## src/rtl/gpio_edge_pkg.sv

```systemverilog
package gpio_edge_pkg;

    localparam int PORT_W     = 8;
    localparam int REG_ADDR_W = 3;
    localparam int SYNC_DEPTH = 2;

    // Pins that carry interrupt logic: 7, 6, 1, 0
    localparam logic [PORT_W-1:0] IRQ_PIN_MASK = 8'b1100_0011;

    typedef enum logic [REG_ADDR_W-1:0] {
        REG_DATA = 3'd0,
        REG_DIR  = 3'd1,
        REG_POL  = 3'd2,
        REG_IEN  = 3'd3,
        REG_FLAG = 3'd4
    } reg_sel_e;

    typedef enum logic {
        EDGE_FALL = 1'b0,
        EDGE_RISE = 1'b1
    } edge_pol_e;

    typedef struct packed {
        logic                  we;
        logic [REG_ADDR_W-1:0] addr;
    } bus_req_t;

    // True when the transition prev->cur matches the selected polarity
    function automatic logic edge_match(input logic prev, input logic cur,
                                        input edge_pol_e pol);
        if (pol == EDGE_RISE)
            return ~prev & cur;
        else
            return prev & ~cur;
    endfunction

endpackage

```

## src/rtl/gpio_sync.sv

```systemverilog
module gpio_sync #(
    parameter int W      = gpio_edge_pkg::PORT_W,
    parameter int STAGES = gpio_edge_pkg::SYNC_DEPTH
) (
    input  logic         clk,
    input  logic         rst,
    input  logic [W-1:0] async_in,
    output logic [W-1:0] sync_out
);

    logic [W-1:0] stage_q [STAGES];

    generate
        for (genvar s = 0; s < STAGES; s++) begin : g_stage
            if (s == 0) begin : g_first
                always_ff @(posedge clk) begin
                    if (rst) stage_q[0] <= '0;
                    else     stage_q[0] <= async_in;
                end
            end else begin : g_next
                always_ff @(posedge clk) begin
                    if (rst) stage_q[s] <= '0;
                    else     stage_q[s] <= stage_q[s-1];
                end
            end
        end
    endgenerate

    assign sync_out = stage_q[STAGES-1];

endmodule

```

## src/rtl/gpio_ctrl_regs.sv

```systemverilog
module gpio_ctrl_regs
    import gpio_edge_pkg::*;
#(
    parameter int W      = PORT_W,
    parameter int ADDR_W = REG_ADDR_W
) (
    input  logic              clk,
    input  logic              rst,
    input  logic              bus_we,
    input  logic [ADDR_W-1:0] bus_addr,
    input  logic [W-1:0]      bus_wdata,
    output logic [W-1:0]      data_q,
    output logic [W-1:0]      dir_q,
    output logic [W-1:0]      pol_q,
    output logic [W-1:0]      ien_q
);

    bus_req_t req;
    assign req.we   = bus_we;
    assign req.addr = bus_addr;

    logic wr_data, wr_dir, wr_pol, wr_ien;

    always_comb begin
        wr_data = req.we && (req.addr == REG_DATA);
        wr_dir  = req.we && (req.addr == REG_DIR);
        wr_pol  = req.we && (req.addr == REG_POL);
        wr_ien  = req.we && (req.addr == REG_IEN);
    end

    always_ff @(posedge clk) begin
        if (rst) begin
            data_q <= '0;
            dir_q  <= '0;
            pol_q  <= '0;
            ien_q  <= '0;
        end else begin
            if (wr_data) data_q <= bus_wdata;
            if (wr_dir)  dir_q  <= bus_wdata;
            if (wr_pol)  pol_q  <= bus_wdata;
            if (wr_ien)  ien_q  <= bus_wdata;
        end
    end

endmodule

```

## src/rtl/gpio_irq_flags.sv

```systemverilog
module gpio_irq_flags
    import gpio_edge_pkg::*;
#(
    parameter int          W    = PORT_W,
    parameter int          ADDR_W = REG_ADDR_W,
    parameter logic [W-1:0] MASK = IRQ_PIN_MASK
) (
    input  logic              clk,
    input  logic              rst,
    input  logic [W-1:0]      sync_in,
    input  logic [W-1:0]      pol,
    input  logic [W-1:0]      ien,
    input  logic              bus_we,
    input  logic [ADDR_W-1:0] bus_addr,
    input  logic [W-1:0]      bus_wdata,
    output logic [W-1:0]      edge_hit,
    output logic [W-1:0]      flag_q,
    output logic              irq_q
);

    logic [W-1:0] prev_q;
    logic [W-1:0] clr_req;
    logic [W-1:0] flag_d;

    always_ff @(posedge clk) begin
        if (rst) prev_q <= '0;
        else     prev_q <= sync_in;
    end

    generate
        for (genvar i = 0; i < W; i++) begin : g_pin
            if (MASK[i]) begin : g_irq
                assign edge_hit[i] = edge_match(prev_q[i], sync_in[i],
                                                edge_pol_e'(pol[i]));
            end else begin : g_plain
                // No interrupt logic: keep the level history unused except here
                assign edge_hit[i] = 1'b0 & (prev_q[i] ^ sync_in[i] ^ pol[i]);
            end
        end
    endgenerate

    always_comb begin
        clr_req = '0;
        if (bus_we && (bus_addr == REG_FLAG))
            clr_req = bus_wdata & MASK;
        // A new edge overrides a simultaneous clear
        flag_d = ((flag_q & ~clr_req) | edge_hit) & MASK;
    end

    always_ff @(posedge clk) begin
        if (rst) begin
            flag_q <= '0;
            irq_q  <= 1'b0;
        end else begin
            flag_q <= flag_d;
            irq_q  <= |(flag_q & ien & MASK);
        end
    end

endmodule

```

## src/rtl/gpio_edge_port.sv

```systemverilog
module gpio_edge_port
    import gpio_edge_pkg::*;
#(
    parameter int           W        = PORT_W,
    parameter int           ADDR_W   = REG_ADDR_W,
    parameter int           STAGES   = SYNC_DEPTH,
    parameter logic [W-1:0] IRQ_MASK = IRQ_PIN_MASK
) (
    input  logic              clk,
    input  logic              rst,
    input  logic [ADDR_W-1:0] bus_addr,
    input  logic              bus_we,
    input  logic [W-1:0]      bus_wdata,
    output logic [W-1:0]      bus_rdata,
    input  logic [W-1:0]      pin_in,
    output logic [W-1:0]      pin_out,
    output logic [W-1:0]      pin_oe,
    output logic              irq
);

    logic [W-1:0] pin_sync;
    logic [W-1:0] data_q, dir_q, pol_q, ien_q;
    logic [W-1:0] flag_q, edge_hit;

    gpio_sync #(.W(W), .STAGES(STAGES)) sync_i (
        .clk      (clk),
        .rst      (rst),
        .async_in (pin_in),
        .sync_out (pin_sync)
    );

    gpio_ctrl_regs #(.W(W), .ADDR_W(ADDR_W)) regs_i (
        .clk       (clk),
        .rst       (rst),
        .bus_we    (bus_we),
        .bus_addr  (bus_addr),
        .bus_wdata (bus_wdata),
        .data_q    (data_q),
        .dir_q     (dir_q),
        .pol_q     (pol_q),
        .ien_q     (ien_q)
    );

    gpio_irq_flags #(.W(W), .ADDR_W(ADDR_W), .MASK(IRQ_MASK)) flags_i (
        .clk       (clk),
        .rst       (rst),
        .sync_in   (pin_sync),
        .pol       (pol_q),
        .ien       (ien_q),
        .bus_we    (bus_we),
        .bus_addr  (bus_addr),
        .bus_wdata (bus_wdata),
        .edge_hit  (edge_hit),
        .flag_q    (flag_q),
        .irq_q     (irq)
    );

    assign pin_out = data_q;
    assign pin_oe  = dir_q;

    always_comb begin
        case (bus_addr)
            REG_DATA: bus_rdata = (data_q & dir_q) | (pin_sync & ~dir_q);
            REG_DIR:  bus_rdata = dir_q;
            REG_POL:  bus_rdata = pol_q;
            REG_IEN:  bus_rdata = ien_q;
            REG_FLAG: bus_rdata = flag_q;
            default:  bus_rdata = '0;
        endcase
    end

endmodule

```

## config.mk

```make
export PLATFORM = sky130hd
export DESIGN_NAME = gpio_edge_port
export DESIGN_NICKNAME = d
export VERILOG_FILES = /design/src/rtl/gpio_edge_pkg.sv /design/src/rtl/gpio_sync.sv /design/src/rtl/gpio_ctrl_regs.sv /design/src/rtl/gpio_irq_flags.sv /design/src/rtl/gpio_edge_port.sv
export SDC_FILE = /design/constraint.sdc
export NUM_CORES = 1
export LEC_CHECK = 0
export CAP_MARGIN = 20
export CORE_MARGIN = 1.5
export CORE_UTILIZATION = 23
export CTS_BUF_LIST = sky130_fd_sc_hd__clkbuf_8
export DETAILED_ROUTE_END_ITERATION = 7
export PLACE_DENSITY = 0.45
export SLEW_MARGIN = 30
export SYNTH_ARGS = -nofsm -noshare
export SYNTH_HDL_FRONTEND = slang
export SYNTH_SLANG_ARGS = --single-unit
export TNS_END_PERCENT = 1
```

## constraint.sdc

```tcl
create_clock -name clk -period 2.6 [get_ports clk]
set_input_delay 0.52 -clock clk [delete_from_list [all_inputs] [get_ports clk]]
set_output_delay 0.52 -clock clk [all_outputs]
set_load 0.005 [all_outputs]
```

==> metrics.yaml, run 1 <==
io_pins: 47
dr.pass1.iters: 4
numCtsBuffers: 9
pre_cts_ws_ns: -0.259
cts_max_path_buffers: 2
post-route-period-util_pct: 98.5
finalSetupViolations: 0
synth_top_area_share_pct: 48.5
diodes: 0
cts_tree: "built"
final_core_util_pct: 34.1
final_area_um2: 3360
antenna_left: 0
syn_inst: 258
synth_cell_type_count: 30
leakage_nw: 1.30
cts-root-buf: "clkbuf_8"
grt_pass1_vias: 1949
synth-seq-cells: 57
synth.area.top_cells: "dfxtp_1 49%, mux2i_1 9.8%, nand2_1 5.9%"
drv_cap: 0
start_util_pct: 23.8
clk_latency_ns: 0.34
critPathKind: "input pin to primary output"
dpl_cell_area_um2: 3110
vias: 2032
syn_nets: 280
fmax_mhz: 391
crit_fanout: 9
die_area_um2: 10800
drive_gt1_share_pct: 15.3
vias_per_cell: 4.42
avgSynthCellArea_um2: 9.11
grt_setup_unrepaired: "yes"
routed_wl_um: 6520
synth_seq_area_share_pct: 48.5
portBuffers: 46
rows: 36
layout_common_cells: "57 x dfxtp_1, 37 x nand2_1, 36 x clkdlybuf4s50_1"
max_slew_margin_pct: 63.8
path_clk_slew_ns: 0.07
setup_ws_ns: 0.0399
hold_path_class: "flop to flop"
peakVddDrop_uv: 186
nNetsFinal: 344
drcViolationCount: 0
powerDensity_nw_per_um2: 578
dp_hpwl_um: 4410
critical_path_arrival_ns: 2.04
cts_max_level: 3
cts_setup_buffers: 0
antenna_found_initial: 0
worst_pin_slew_ns: 0.543
syn_area_um2: 2350
area_growth_pct: 43.0
status: "completed"
place_congestion: 0.819
grt_usage_pct: 12.7
cts_hold_buf: 0
crit_path_start_kind: "input pin"
die_x_um: 104
yosys_warnings: 0
coreArea_um2: 9860
cp.required_ns: 2.08
endpoint_kind: "primary output"
hold_viol: 0
clock_skew_ns: 0.00321
fp.dieH_um: 104
overflow: 0
final_common_cell: "dfxtp_1"
yosysTopAreaCell: "dfxtp_1"
hold_slack_ns: 0.439
fin_tns_setup_ns: 0
dr.first_iter.drc_count: 72
grt_max_degree: 33
wl_per_cell_um: 14.2
layout_min_cycle_time_ns: 2.56
slew_viol_final: 0
clock_sink_count: 57
grt_pass1_wl_um: 10500
-- critical path: stages --
cell,delay (ns)
clkdlybuf4s50_1,0.42
buf_6,0.15
and3b_1,0.20
a31oi_1,0.04
o22ai_1,0.18
clkdlybuf4s50_1,0.54
-- report_power, final --
group	leakage (nW)	switching, W	total [W]	internal [W]
clock network	0.102	0.000373	0.000834	0.000461
registers	0.464	0.0000161	0.000915	0.000899
logic	0.731	0.0000880	0.000193	0.000105
-- metal layers --
metal / part of all wire (%) / vias up / global-route usage [%]
li1: - / 1024 / -
met1: 52 / 944 / 17.4
met2: 41 / 51 / 17.9
met3: 4.5 / 13 / 3.57
met4: 1.9 / 0 / 6.85
met5: 0 / - / 0
-- cell families after synthesis --
| logic type | synth area share [%] |
|---|---|
| AND/OR/NAND/NOR | 23.0 |
| flip-flops | 48.5 |
| AO/OA/AOI/OAI | 13.1 |
| multiplexers | 10.8 |
| buffers and inverters | 4.58 |
-- cell usage after synthesis --
cell       number
nand3_1         1
and4b_1         1
buf_4           4
dfxtp_1        57
nor2_1         25
nor4b_1         3
mux2i_1        23
and3b_1         5
or4b_1          1
nand4bb_1       1
nor4bb_1        2
nand4b_2        1
nor2b_1        21
nand2_1        37
a211oi_1        1
o311a_1         1
nand2b_1        1
nor4b_4         1
clkbuf_1        7
a21oi_1        25
and3_1          1
o21ai_0         8
mux2_2          2
a31oi_1         7
buf_2           5
o211ai_1        3
a221o_1         3
a22oi_1         3
inv_1           7
o22ai_1         1
-- repair_timing --
action,in CTS,in global routing
pin swaps,1,0
cloned,1,0
endpoints found under the setup margin,8,4
gates resized for setup,10,4
-- cell type report --
| type | count | area, um2 |
|---|---|---|
| fillers | 1033 | 6500 |
| flip-flops and latches | 57 | 1140 |
| multi-input cells | 178 | 1140 |
| repair buffers | 69 | 694 |
| well taps | 133 | 166 |
| clock buffers | 10 | 138 |
| clock inverters | 6 | 57.6 |
| inverters | 7 | 26.3 |
-- registers in the layout, indices dropped and copies added, names as in the netlist --
signal and cells:
flags_i.prev_q 4, flags_i.irq_q 1, regs_i.pol_q 8, regs_i.data_q 8, flags_i.flag_q 4, regs_i.dir_q 8
sync_i.stage_q 16, regs_i.ien_q 8
-- through the flow --
step / total power (W) / std cells
floorplan: 0.00101 / 258
global placement: 0.00112 / 443
detailed placement: 0.00112 / 443
CTS: 0.00198 / 460
global route: 0.00202 / 460
finish: 0.00194 / 460
-- path summary, 6_finish.rpt --
path                                           start              endpoint  slack, ns  depth (start not counted)
worst max-delay path                     bus_addr[2]          bus_rdata[1]       0.04                          6
worst max register to register       regs_i.pol_q[0]     flags_i.flag_q[0]       1.74                          3
worst min-delay path            sync_i.stage_q[0][1]  sync_i.stage_q[1][1]       0.44                          1
worst min register to register  sync_i.stage_q[0][1]  sync_i.stage_q[1][1]       0.44                          1
Power figures use the tool's default switching activity.
==> inputs of run 2 (changes only) <==
- CORE_UTILIZATION: 23 -> 57
- CTS_CLUSTER_DIAMETER: not set -> 120
- PLACE_DENSITY: 0.45 -> 0.9
==> metrics.yaml, run 2 (synthesis results as in run 1) <==
portBuffers: 46
combPwrFrac_pct: 9.9
fillers: 282
hold_path_class: "flop to flop"
io_pins: 47
antenna_left: 0
hold_slack_ns: 0.438
power.net_switching_w: 0.000427
fmax_mhz: 391
cts-root-buf: "clkbuf_8"
p_clk_share_pct: 38.5
critPathMaxStageDelay_ns: 0.52
max_slew_margin_pct: 62.0
clock_skew_ns: 0.00558
status: "completed"
fin_tns_setup_ns: 0
routed_wl_um: 5560
diodes: 0
layout_min_cycle_time_ns: 2.56
crit_fanout: 20
numCtsBuffers: 9
crit_buf_inv: 3
die_area_um2: 4520
clk_latency_ns: 0.33
use_met1_pct: 35.2
endpoint_kind: "primary output"
path_clk_slew_ns: 0.06
worst_pin_slew_ns: 0.571
nNetsFinal: 338
netSwitchingFraction_pct: 24.1
area_growth_pct: 32.9
fp.dieH_um: 67.2
crit_path_start_kind: "input pin"
dp_hpwl_um: 3740
grt_max_degree: 58
finalSetupViolations: 0
final_common_cell: "dfxtp_1"
drcViolationCount: 0
largest_reg_flops: 16
dr.pass1.iters: 4
drv_cap: 0
dp.cells: 353
powerDensity_nw_per_um2: 568
slowest_stage: "clkdlybuf4s50_1"
cts_max_level: 3
vias: 2046
layout_common_cells: "57 x dfxtp_1, 38 x clkdlybuf4s50_1, 37 x nand2_1"
start_util_pct: 59.2
top_register: "sync_i.stage_q"
post-route-period-util_pct: 98.5
vias_per_cell: 5.53
stdcell_count: 370
grt_pass1_vias: 1900
cp.required_ns: 2.08
top_usage_layer: "met2"
wl_per_cell_um: 15.0
grt_setup_unrepaired: "no"
crit_path_cell_trace: "dlygate4sd2_1 -> buf_12 -> nor4b_1 -> a31oi_1 -> a31oi_1 -> clkdlybuf4s50_1"
leakage_nw: 1.21
met2_usage_pct: 39.4
grt_pass1_wl_um: 8870
dpl_cell_area_um2: 2950
cts_hold_buf: 0
final_area_um2: 3130
intPower_w: 0.00135
slew_viol_final: 0
multi_input_area_um2: 1110
cp_top_family: "buffers and inverters"
drive_gt1_share_pct: 11.9
die_x_um: 67.2
place_congestion: 0.876
clock_sink_count: 57
coreArea_um2: 3970
critPathMostFrequentCell: "a31oi_1"
cts_max_path_buffers: 2
antenna_found_initial: 0
dr.first_iter.drc_count: 178
grt_usage_pct: 26.8
peakVddDrop_uv: 472
critical_path_arrival_ns: 2.04
final_core_util_pct: 78.7
seq_power_share_pct: 51.5
overflow: 0
cts_tree: "built"
hold_viol: 0
rows: 23
regArea_um2: 1140
critPathKind: "input pin to primary output"
met3_usage_pct: 8.50
## run 2: layer usage
metal  part of all wire (%)  wire (um)  vias up
met4                    1.3         72        0
met5                      0          0        -
met2                     47       2600       71
met1                     45       2530      964
li1                       -          -     1005
met3                    6.4        358        6
## run 2: what timing repair did
item,CTS,global route
setup endpoints to repair,8,2
gates resized for setup,5,2
setup buffers,2,0
## run 2: stage by stage
stage | power [W] | setup WS, ns
4_1_cts | 0.00179 | 0.0435
3_3_place_gp | 0.00110 | -0.179
5_1_grt | 0.00185 | 0.00537
6_report | 0.00178 | 0.0397
3_5_place_dp | 0.00111 | -0.192
2_1_floorplan | 0.00101 | 0.679
## run 2: worst reg2reg max path, stage by stage (launching register included)
cell and delay (ns):
dfxtp_1 0.34, and3b_1 0.18, a21oi_1 0.13, a21oi_1 0.08
## run 2: path summary, 6_finish.rpt
kind | from | to | slack, ns | depth (start not counted)
worst max-delay path | bus_addr[1] | bus_rdata[3] | 0.04 | 6
worst min-delay path | sync_i.stage_q[0][0] | sync_i.stage_q[1][0] | 0.44 | 1
worst max register to register | regs_i.pol_q[6] | flags_i.flag_q[6] | 1.74 | 3
worst min register to register | sync_i.stage_q[0][0] | sync_i.stage_q[1][0] | 0.44 | 1
## run 2: layout make-up
cell class | count | area share [%]
flip-flops and latches | 57 | 36.5
multi-input cells | 178 | 35.7
repair buffers | 63 | 19.8
clock buffers | 10 | 4.40
well taps | 50 | 2.00
inverters | 7 | 0.841
clock inverters | 5 | 0.761
## run 2: power by group through the flow
stage	registers, W	logic [W]	clock network [W]
after floorplan	0.000930	0.0000825	0
after global placement	0.000933	0.000169	0
after detailed placement	0.000934	0.000174	0
after CTS	0.000915	0.000175	0.000696
after global routing	0.000918	0.000189	0.000739
final	0.000915	0.000176	0.000684
==> inputs of run 3 (changes only) <==
- CELL_PAD_IN_SITES_DETAIL_PLACEMENT: not set -> 1
- CELL_PAD_IN_SITES_GLOBAL_PLACEMENT: not set -> 1
- CORE_UTILIZATION: 57 -> 43
==> metrics.yaml, run 3 (synthesis results as in run 1) <==
cts_max_level: 3
cp.required_ns: 2.08
finalSetupViolations: 0
endpoint_kind: "primary output"
leakage_nw: 1.27
cts_max_path_buffers: 2
crit_fanout: 16
drcViolationCount: 0
cts_tree: "built"
dp_hpwl_um: 4840
power.net_switching_w: 0.000463
wl_per_cell_um: 20.2
clock_skew_ns: 0.00582
cts_hold_buf: 0
portBuffers: 46
crit_buf_inv: 4
grt_pass1_wl_um: 12700
max_slew_margin_pct: 71.0
grt_pass1_vias: 2359
crit_path_start_kind: "input pin"
final_common_cell: "dfxtp_1"
vias: 2232
post-route-period-util_pct: 96.0
critPathMaxStageDelay_ns: 0.44
fin_tns_setup_ns: 0
min_path_cells: 1
routed_wl_um: 8060
drive_gt1_share_pct: 15.5
hold_path_class: "flop to flop"
cts-root-buf: "clkbuf_8"
vias_per_cell: 5.61
status: "completed"
fp.dieH_um: 76.9
worstRegToRegCells: 3
fmax_mhz: 401
numCtsBuffers: 9
grt_setup_unrepaired: "no"
layout_min_cycle_time_ns: 2.50
die_x_um: 76.9
antenna_found_initial: 0
netSwitchingFraction_pct: 24.9
seq_power_share_pct: 49.4
intPower_w: 0.00139
layout_common_cells: "57 x dfxtp_1, 37 x nand2_1, 37 x clkdlybuf4s50_1"
critPathKind: "input pin to primary output"
r2r_start: "regs_i.pol_q[6]"
io_pins: 47
p_total_w: 0.00186
diodes: 0
crit_start: "bus_addr[0]"
nNetsFinal: 345
overflow: 0
coreArea_um2: 5200
slew_viol_final: 0
top_register: "sync_i.stage_q"
clk_latency_ns: 0.34
path_clk_slew_ns: 0.06
worst_pin_slew_ns: 0.428
grt_max_degree: 58
slowest_stage: "clkdlybuf4s50_1"
worst-path-stages: 6
clock_sink_count: 57
combPwrFrac_pct: 11.3
critical_path_arrival_ns: 1.98
largest_reg_flops: 16
final_core_util_pct: 62.9
start_util_pct: 45.2
min-delay-start: "sync_i.stage_q[0][0]"
die_area_um2: 5920
cp_top_family: "buffers and inverters"
crit_path_cell_trace: "dlygate4sd2_1 -> buf_12 -> inv_1 -> and3_4 -> a221o_1 -> clkdlybuf4s50_1"
grt_usage_pct: 28.6
peakVddDrop_uv: 367
powerDensity_nw_per_um2: 567
dr.pass1.iters: 4
rows: 26
hold_slack_ns: 0.442
fillers: 601
drv_cap: 0
antenna_left: 0
hold_viol: 0
area_growth_pct: 39.2
dr.first_iter.drc_count: 125
place_congestion: 0.787
p_clk_share_pct: 39.4
[run 3: power by group through the flow]
stage	registers, W	logic, W	clock network (W)
finish	0.000917	0.000209	0.000731
global route	0.000919	0.000221	0.000788
CTS	0.000916	0.000203	0.000737
detailed placement	0.000935	0.000188	0
global placement	0.000933	0.000179	0
floorplan	0.000930	0.0000825	0
[run 3: worst paths after layout]
check / slack (ns) / endpoint
setup / recovery: 0.10 / bus_rdata[6]
hold / removal: 0.44 / sync_i.stage_q[1][0]
setup reg to reg: 1.71 / flags_i.flag_q[6]
hold reg to reg: 0.44 / sync_i.stage_q[1][0]
[run 3: cell type report]
type,count,area [um2],share of cell area (%)
clock buffer,11,151,4.63
clock inverter,5,22.5,0.688
inverter,7,26.3,0.803
multi-input combinational,178,1140,34.9
sequential,57,1140,34.9
tap,70,87.6,2.68
timing repair buffer,70,702,21.4
[run 3: metrics by stage]
| stage | instance area (um2) | cells | worst slack, ns |
|---|---|---|---|
| after floorplan | 2350 | 258 | 0.679 |
| after global placement | 3020 | 377 | -0.177 |
| after detailed placement | 3020 | 377 | -0.276 |
| after CTS | 3260 | 397 | -0.00195 |
| after global routing | 3270 | 398 | 0.0644 |
| final | 3270 | 398 | 0.103 |
[run 3: timing repair]
action	CTS	global route
pin swaps	1	0
resized for setup	10	6
setup buffers	3	0
cloned	1	1
endpoints found under the hold margin	0	0
endpoints found under the setup margin	8	3
[run 3: routing by layer]
layer | part of all wire (%) | GRT usage [%]
met1 | 42 | 32.9
met2 | 49 | 48.0
met3 | 4.4 | 6.55
met4 | 4.2 | 17.2
met5 | 0 | 0
